==> src/rtl/pscnt_pkg.sv <==
package pscnt_pkg;

    typedef enum logic [1:0] {
        ACT_CLEAR = 2'd0,
        ACT_LOAD  = 2'd1,
        ACT_COUNT = 2'd2,
        ACT_HOLD  = 2'd3
    } pscnt_act_e;

endpackage

==> src/rtl/pscnt_act_sel.sv <==
module pscnt_act_sel
    import pscnt_pkg::*;
(
    input  logic       clear_n,
    input  logic       load_n,
    input  logic       en_p,
    input  logic       en_t,
    output pscnt_act_e act
);

    // Fixed priority: clear, then load, then count, then hold.
    always_comb begin
        if (!clear_n) begin
            act = ACT_CLEAR;
        end else if (!load_n) begin
            act = ACT_LOAD;
        end else if (en_p && en_t) begin
            act = ACT_COUNT;
        end else begin
            act = ACT_HOLD;
        end
    end

endmodule

==> src/rtl/pscnt_slice.sv <==
module pscnt_slice
    import pscnt_pkg::*;
#(
    parameter int SLICE_W = 4
) (
    input  logic               clk,
    input  logic               clear_n,
    input  logic               load_n,
    input  logic               en_p,
    input  logic               en_t,
    input  logic [SLICE_W-1:0] din,
    output logic [SLICE_W-1:0] q,
    output logic               tc
);

    localparam logic [SLICE_W-1:0] ALL_ONES = '1;
    localparam logic [SLICE_W-1:0] ONE      = SLICE_W'(1);

    typedef struct packed {
        logic [SLICE_W-1:0] cnt;
    } slice_st_t;

    slice_st_t  st_d, st_q;
    pscnt_act_e act;

    pscnt_act_sel u_act_sel (
        .clear_n (clear_n),
        .load_n  (load_n),
        .en_p    (en_p),
        .en_t    (en_t),
        .act     (act)
    );

    always_comb begin
        st_d = st_q;
        unique case (act)
            ACT_CLEAR: st_d.cnt = '0;
            ACT_LOAD:  st_d.cnt = din;
            ACT_COUNT: st_d.cnt = st_q.cnt + ONE;
            default:   st_d.cnt = st_q.cnt;
        endcase
    end

    always_ff @(posedge clk) begin
        st_q <= st_d;
    end

    assign q  = st_q.cnt;
    assign tc = en_t && (st_q.cnt == ALL_ONES);

    // Checks are enabled once the first clear has been seen.
    bit armed_q;
    always_ff @(posedge clk) begin
        if (!clear_n) armed_q <= 1'b1;
    end

    assert_slice_clear_R1: assert property (@(posedge clk) disable iff (!armed_q)
        !clear_n |=> (q == '0));

    assert_slice_load_R2: assert property (@(posedge clk) disable iff (!armed_q)
        (clear_n && !load_n) |=> (q == $past(din)));

    assert_slice_count_R3: assert property (@(posedge clk) disable iff (!armed_q)
        (clear_n && load_n && en_p && en_t) |=> (q == SLICE_W'($past(q) + ONE)));

    assert_slice_hold_R4: assert property (@(posedge clk) disable iff (!armed_q)
        (clear_n && load_n && !(en_p && en_t)) |=> $stable(q));

endmodule

==> src/rtl/pscnt_chain.sv <==
module pscnt_chain #(
    parameter int SLICE_W   = 4,
    parameter int STAGES    = 2,
    parameter bit LOOKAHEAD = 1'b1
) (
    input  logic                        clk,
    input  logic                        clear_n,
    input  logic                        load_n,
    input  logic                        cnt_en_p,
    input  logic                        cnt_en_t,
    input  logic [SLICE_W*STAGES-1:0]   din,
    output logic [SLICE_W*STAGES-1:0]   count,
    output logic                        term_cnt
);

    localparam int TOTAL_W = SLICE_W * STAGES;
    localparam logic [TOTAL_W-1:0] WIDE_ONE = TOTAL_W'(1);

    logic [STAGES-1:0] tc_s;
    logic [STAGES-1:0] ep_s;
    logic [STAGES-1:0] et_s;

    assign ep_s[0] = cnt_en_p;
    assign et_s[0] = cnt_en_t;

    for (genvar k = 1; k < STAGES; k++) begin : g_link
        assign et_s[k] = tc_s[k-1];
        if (LOOKAHEAD) begin : g_look
            // Shared carry from the lowest slice, qualified by the outer enable.
            assign ep_s[k] = cnt_en_p && tc_s[0];
        end else begin : g_ripple
            assign ep_s[k] = cnt_en_p;
        end
    end

    for (genvar k = 0; k < STAGES; k++) begin : g_slice
        pscnt_slice #(
            .SLICE_W (SLICE_W)
        ) u_slice (
            .clk     (clk),
            .clear_n (clear_n),
            .load_n  (load_n),
            .en_p    (ep_s[k]),
            .en_t    (et_s[k]),
            .din     (din[k*SLICE_W +: SLICE_W]),
            .q       (count[k*SLICE_W +: SLICE_W]),
            .tc      (tc_s[k])
        );
    end

    assign term_cnt = tc_s[STAGES-1];

    bit armed_q;
    always_ff @(posedge clk) begin
        if (!clear_n) armed_q <= 1'b1;
    end

    assert_chain_tc_R5: assert property (@(posedge clk) disable iff (!armed_q)
        term_cnt |-> ((&count) && cnt_en_t));

    assert_chain_tc_full_R7: assert property (@(posedge clk) disable iff (!armed_q)
        ((&count) && cnt_en_t) |-> term_cnt);

    assert_chain_step_R6: assert property (@(posedge clk) disable iff (!armed_q)
        (clear_n && load_n && cnt_en_p && cnt_en_t) |=> (count == TOTAL_W'($past(count) + WIDE_ONE)));

    assert_chain_hold_R4: assert property (@(posedge clk) disable iff (!armed_q)
        (clear_n && load_n && !(cnt_en_p && cnt_en_t)) |=> $stable(count));

endmodule

==> config.mk <==
export PLATFORM = sky130hd
export DESIGN_NAME = pscnt_chain
export DESIGN_NICKNAME = d
export VERILOG_FILES = /design/src/rtl/pscnt_pkg.sv /design/src/rtl/pscnt_act_sel.sv /design/src/rtl/pscnt_slice.sv /design/src/rtl/pscnt_chain.sv
export SDC_FILE = /design/constraint.sdc
export NUM_CORES = 1
export LEC_CHECK = 0
export BUFFER_PORTS_ARGS = -buffer_cell sky130_fd_sc_hd__buf_2
export CAP_MARGIN = 20
export CORE_AREA = 2 2 39 41
export DETAILED_ROUTE_END_ITERATION = 8
export DIE_AREA = 0 0 41 43
export PLACE_DENSITY = 0.67
export SLEW_MARGIN = 20
export SYNTH_ARGS = -nofsm -noshare
export SYNTH_HDL_FRONTEND = slang
export SYNTH_SLANG_ARGS = --single-unit
==> constraint.sdc <==
create_clock -name clk -period 2.4 [get_ports clk]
set_input_delay 0.48 -clock clk [delete_from_list [all_inputs] [get_ports clk]]
set_output_delay 0.48 -clock clk [all_outputs]
set_load 0.02 [all_outputs]
* Word-level counts from Yosys, hierarchy flattened
Cells that the tools add are included.
** Storage, ports and cells
- Bits in registers :: 8
- Input port bits :: 13
- Output and inout bits :: 9
- Word-level logic and storage cells :: 27
** Operators by class
- Add/subtract/negate cells :: 2
- Equality and inequality tests :: 6
- Mux-type cells :: 8
- Reductions and logical operators :: 9
** Operators by type and width (count)
- 4-bit one-hot mux with 3 select lines :: 2
- 4-bit by 1-bit adder with 4-bit output, second input constant :: 2
- 4-bit equality test, second input constant :: 2
- 2-bit two-way mux :: 4
- 3-bit nonzero test :: 2
- 1-bit logical AND :: 5
- 2-bit by 1-bit equality test with 1-bit output, second input constant :: 2
- 2-bit equality test, second input constant :: 2
- 2-bit logical NOT :: 2
- 1-bit two-way mux :: 2

* Depth between registers and ports, before layout
Gate-level depths: netlist of run 1.
- Depth in word-level cells :: 9
- Gate-level depth with buffers :: 4
- Depth with buffers taken out :: 4

* By module
Synthesis of run 1 repeated with hierarchy kept, for this count alone.
** Unflattened totals
- Cells, all modules :: 57
- Area, all modules :: 591.8 um^2
** Modules (own cells, without submodules)
- pscnt_slice :: times used 2, cells an instance 25, area each 275.3 um^2, sequential area each 120.1 um^2
- pscnt_act_sel :: times used 2, cells an instance 3, area each 17.5 um^2, sequential area each 0.0 um^2
- pscnt_chain :: times used 1, cells an instance 1, area each 6.3 um^2, sequential area each 0.0 um^2

* Worst setup path before layout of run 1
No wires, ideal clock.
- Path kind :: register to output
- Start point :: reg g_slice[0].u_slice.st_q, in the netlist g_slice[0].u_slice.q[0]
- End point :: out term_cnt
- Data arrival time :: 1.170 ns
- Required time :: 1.920 ns
- Slack :: 0.750 ns
- Cell stages (with the launch flop) :: 4
- Buffers on the path :: 0
- Path through :: edfxtp_1 ha_1 nand3_1 nor2_1
** Between the ends
- Word-level cells in the longest chain between the ends :: 3
** Ends and longest elaborated chain
- from (decl) :: RTL line pscnt_slice.sv:23 : slice_st_t st_d, st_q;
- from (signal assigned) :: RTL line pscnt_slice.sv:45 : st_q <= st_d;
- 4-bit equality test :: RTL line pscnt_slice.sv:49 : assign tc = en_t && (st_q.cnt == ALL_ONES);
- 1-bit logical AND (2 in series) :: RTL line pscnt_slice.sv:49
- to (decl) :: RTL line pscnt_chain.sv:13 : output logic term_cnt
Every way passes these cells.

* Final worst setup path of run 1
Ends and elaborated chain as after synthesis.

==> results of run 1 <==
==> power breakdown <==
| part | switching (mW) | internal [mW] | total (mW) |
|---|---|---|---|
| Sequential | 0.00964 | 0.166 | 0.176 |
| Clock | 0.0464 | 0.0573 | 0.104 |
| Combinational | 0.0338 | 0.0245 | 0.0583 |
| Total | 0.0899 | 0.248 | 0.338 |
==> synth_stat cells <==
| library cell | n |
|---|---|
| xor2_1 | 2 |
| ha_1 | 2 |
| edfxtp_1 | 8 |
| nor2b_1 | 1 |
| inv_1 | 1 |
| nand2_1 | 6 |
| buf_6 | 1 |
| nor2_1 | 1 |
| nor2_2 | 1 |
| xnor2_1 | 2 |
| o21ai_0 | 4 |
| nand4_1 | 1 |
| o31ai_1 | 1 |
| a22o_2 | 3 |
| o211ai_1 | 1 |
| nand4_2 | 1 |
| nand3_1 | 4 |
==> metal layers <==
layer | global-route usage | share of wire | routed length [um] | vias to the layer above
met5 | 0 | 0 | 0 | -
met1 | 0.161 | 0.46 | 427 | 167
met2 | 0.156 | 0.48 | 446 | 9
met3 | 0.0471 | 0.053 | 50 | 2
li1 | - | - | - | 201
met4 | 0.120 | 0.011 | 10 | 0
==> cell families after synthesis <==
kind of cell	synth area share
and+or+nand+nor	0.169
AOI/OAI and AO/OA	0.142
DFF	0.525
xor gates and xnor gates	0.0765
buffers and inverters	0.0328
adders and majority gates	0.0546
==> tightest hold or removal path, delay by kind of cell <==
kind | cells | cell delay (ns)
AOI/OAI and AO/OA | 1 | 0.06
buffers and inverters | 1 | 0.07
and+or+nand+nor | 1 | 0.04
==> worst max-delay path by stage <==
| stage | startpoint | end | slack [ns] | depth (start not counted) |
|---|---|---|---|---|
| after detailed placement | g_slice[0].u_slice.q[0]$_DFFE_PP_ | term_cnt | 0.87 | 4 |
| after CTS | g_slice[0].u_slice.q[0]$_DFFE_PP_ | term_cnt | 0.60 | 4 |
| after global routing | g_slice[0].u_slice.q[0]$_DFFE_PP_ | term_cnt | 0.53 | 4 |
| final | g_slice[0].u_slice.q[0]$_DFFE_PP_ | term_cnt | 0.62 | 4 |
| after global placement | g_slice[0].u_slice.q[0]$_DFFE_PP_ | g_slice[1].u_slice.q[3]$_DFFE_PP_ | 0.90 | 3 |
| after floorplan | g_slice[0].u_slice.q[0]$_DFFE_PP_ | term_cnt | 0.75 | 3 |
==> through the flow <==
stage	utilization	hold slack, ns	power [mW]	cells	cell area [sq um]
floorplan	-	0.665	0.213	40	458
detailed placement	0.413	0.658	0.237	76	572
finish	0.429	0.504	0.338	79	594
global route	0.429	0.494	0.360	79	594
global placement	0.413	0.639	0.237	76	572
CTS	0.429	0.492	0.345	79	594
==> area by class of cell <==
type / instances / area (sq um) / share of cell area
repair buffers: 21 / 105 / 0.177
clock buffers: 3 / 22.5 / 0.0379
inverters: 1 / 3.75 / 0.00632
well taps: 16 / 20.0 / 0.0337
flip-flops and latches: 8 / 240 / 0.404
multi-input cells: 30 / 203 / 0.341
==> metrics, run 1 <==
outcome=complete, no violations; R2R depth=3; Yosys reg bits=8; Max-Cap Viols=0; drt first pass iters=4; critical-path cell list=ha_1 > nand3_1 > nor2_1 > buf_2; clk slew on worst S/H paths=0.06 ns; Port-buffer cells=21; commonest non-fill, non-tap cells in the layout=buf_2 (21), edfxtp_1 (8), nand2_1 (6); CTS Hold Bufs=0; WHS Endpoint=g_slice[1].u_slice.q[0]$_DFFE_PP_; fin crit share=0.741; largest net degree at the start of global routing=9; share of the synthesized area in the top cell type=0.525; Avg Cell Area, Syn=11.4 sq um; Post-DP HPWL=722 um; via count=379; first-pass GRT wire length=1.39 mm; via-per-instance ratio=4.80; vias in the first global route=341; Peak Freq=~560 MHz; placer congestion estimate=0.782; Remaining DRCs=0; hold_sp=din[4]; max reg flops=8; Max-slew headroom=0.616; Worst Setup Start Kind=flop; Worst Path Buf+Inv=1; worst hold-check path type=input pin to flop; FP Rows=14; Critical Path Slowest Stage Cell=edfxtp_1; setup slack, reg-to-reg=0.89 ns; area leader, netlist=edfxtp_1; Final setup viols=0; pre-CTS setup slack=0.873 ns; top post-synthesis cells by area=edfxtp_1 (52%), a22o_2 (6.6%), ha_1 (5.5%); CP Class=flop to output pin; sequential share of the synthesized area=0.525; grt ovf=0; Arrival @ worst endpoint=1.30 ns; Slew @ Worst Pin=0.575 ns; Post-CTS Resized=0; Critical Path Max Stage Delay=0.42 ns; LEAKAGE=0.269 nW; layout cells sized above 1=0.460; crit path max fanout=4; Nets=80; Clk Latency, worst-skew pair=0.25 ns; ANT cells=0; Setup TNS=0 ns; Routed WL per cell=11.8 um; initial core utilization=0.331; fillers=146; Top delay family on crit path=flip-flops; Setup WS post-layout=0.622 ns; core box area=1380 sq um; unique cell type count in the Yosys netlist=17; total number of yosys warnings=0; Starting DRT DRC Count=9; number of setup buffers added after CTS=0; unrepaired setup endpoints after global routing=no; Die W=approximately 41 um; Syn Nets=55; H-tree Lvls=1; post-synthesis instance total=40; commonest non-fill, non-tap cell in the layout=buf_2; final slew viol count=0; maximum clock insertion buffer count=2; CTS tree=done; Final Hold Viols=0; TritonCTS buffer count=3; Sink Count=8; r2r startpoint=g_slice[0].u_slice.q[0]$_DFFE_PP_; All-Layer GR Usage=0.127; Final min period=1.78 ns; VDD IR max=between 0.2 and 0.25 mV; final WL=936 um; # IOs=22; Post-DRT Antenna Nets=0; skew final=0.000447 ns; WHS Path Cells=3; Crit. End Element=output pin; DIE HEIGHT=43 um; Netlist Area Pre-Place=458 sq um; Critical Path RT=around 1.9 ns; area grow syn2layout=29.8%; Critical R2R Capture=g_slice[1].u_slice.q[3]$_DFFE_PP_; initial antenna violation count=0; die area=1760 sq um; PD cells=569 nW/um^2; CTS root buffer=clkbuf_4
(Power assumes the default switching activity.)
==> inputs of run 2 (changes only) <==
clock period = 1.7 ns   (was 2.4 ns; I/O delays follow)
==> run 2 against run 1 <==
- final cell count is 1.3% higher
- sequential power is 43% higher
- register-to-register slack got worse by 0.66 ns
- critical endpoint unchanged
- clock-buffer cell count stayed put
- largest cell class unchanged
==> metrics, run 2 (synthesis results as in run 1) <==
outcome=complete, no violations; via count=393; WHS Path Cells=3; hold_ws=roughly 0.37 ns; Post-DRT Antenna Nets=0; Slew @ Worst Pin=0.398 ns; area grow syn2layout=32.5%; initial core utilization=0.331; H-tree Lvls=1; Post-CTS Resized=0; Crit. End Element=output pin; via-per-instance ratio=4.91; largest net degree at the start of global routing=7; Final setup viols=0; dpl cell area=a little under 600 sq um; VDD IR max=0.309 mV; LEAKAGE=~0.27 nW; Critical Path Slowest Stage Cell=edfxtp_1; critical-path cell list=ha_1 > nand3_2 > nor2_1 > buf_2; Max-slew headroom=0.733; fin crit share=0.970; PD cells=~800 nW/um^2; Nets=81; placer congestion estimate=0.804; commonest non-fill, non-tap cell in the layout=buf_2; Die W=41 um; worst hold-check path type=input pin to flop; ANT cells=0; CTS tree=done; Worst Setup Start Kind=flop; Routed WL per cell=13.9 um; core box area=1380 sq um; # IOs=22; All-Layer GR Usage=0.144; vias in the first global route=slightly below 400; TritonCTS buffer count=3; Arrival @ worst endpoint=1.31 ns; Critical Path Max Stage Delay=about 0.39 ns; FP Rows=14; Sink Count=8; CTS Hold Bufs=0; Clk Latency, worst-skew pair=0.25 ns; commonest non-fill, non-tap cells in the layout=buf_2 (21), edfxtp_1 (8), nand2_1 (6); drt first pass iters=4; Final min period=1.65 ns; die area=roughly 1800 sq um; cell area after layout=607 sq um; Setup TNS=0 ns; Max-Cap Viols=0; Port-buffer cells=21; CTS root buffer=clkbuf_4; R2R depth=3; final WL=1.12 mm; Final Hold Viols=0; DIE HEIGHT=43 um; final slew viol count=0; layout cells sized above 1=0.484; first-pass GRT wire length=1.59 mm; Peak Freq=607 MHz; final core occ=0.439; Remaining DRCs=0; number of setup buffers added after CTS=0; crit path max fanout=4; clk slew on worst S/H paths=0.05 ns; maximum clock insertion buffer count=2; grt ovf=0; initial antenna violation count=0; skew final=between 0.0008 and 0.0009 ns; CP Class=flop to output pin; Starting DRT DRC Count=8; max reg flops=8; unrepaired setup endpoints after global routing=no; Critical Path RT=~1.4 ns
[run 2: cell types whose count changed in the layout (fill, tap and decap cells not counted)]
cell,previous run,this run
nand3_1,4,3
nand3_2,0,1
buf_4,0,1
[run 2: worst paths after layout]
kind / from / endpoint / slack [ns]
max: g_slice[0].u_slice.q[0]$_DFFE_PP_ / term_cnt / 0.05
min reg2reg: g_slice[1].u_slice.q[0]$_DFFE_PP_ / g_slice[1].u_slice.q[0]$_DFFE_PP_ / 0.67
max reg2reg: g_slice[0].u_slice.q[0]$_DFFE_PP_ / g_slice[1].u_slice.q[2]$_DFFE_PP_ / 0.23
min: din[2] / g_slice[0].u_slice.q[2]$_DFFE_PP_ / 0.37
[run 2: cell type report]
| type | instances | area [sq um] |
|---|---|---|
| Fill cell | 145 | 777 |
| Sequential cell | 8 | 240 |
| Inverter | 1 | 3.75 |
| Tap cell | 16 | 20.0 |
| Multi-Input combinational cell | 30 | 208 |
| Timing Repair Buffer | 22 | 113 |
| Clock buffer | 3 | 22.5 |
[run 2: worst max-delay path: cells and delay by family (launching register included)]
family                     cells  cell delay (ns)
and+or+nand+nor                2             0.27
buffers and inverters          1             0.17
adders and majority gates      1             0.23
DFF                            1             0.39
[run 2: through the flow]
step / instances / worst slack, ns / total power, mW
after CTS: 80 / 0.0356 / 0.488
after global routing: 80 / 0.00561 / 0.505
after detailed placement: 77 / 0.230 / 0.340
after global placement: 77 / 0.286 / 0.338
final: 80 / 0.0514 / 0.482
after floorplan: 40 / 0.185 / 0.300
[run 2: where the power goes]
group	internal [mW]	total, mW	switching [mW]	leakage [nW]
clock network	0.0808	0.146	0.0651	0.0138
registers	0.235	0.251	0.0157	0.0889
logic	0.0364	0.0860	0.0496	0.172
total	0.352	0.482	0.130	0.274
[run 2: per-layer routing]
metal,global-route usage,routed length [um],vias to the layer above,share of wire
li1,-,-,201,-
met1,0.158,488,179,0.44
met2,0.209,568,11,0.51
met3,0.0471,40,2,0.036
met4,0.120,17,0,0.015
met5,0,0,-,0
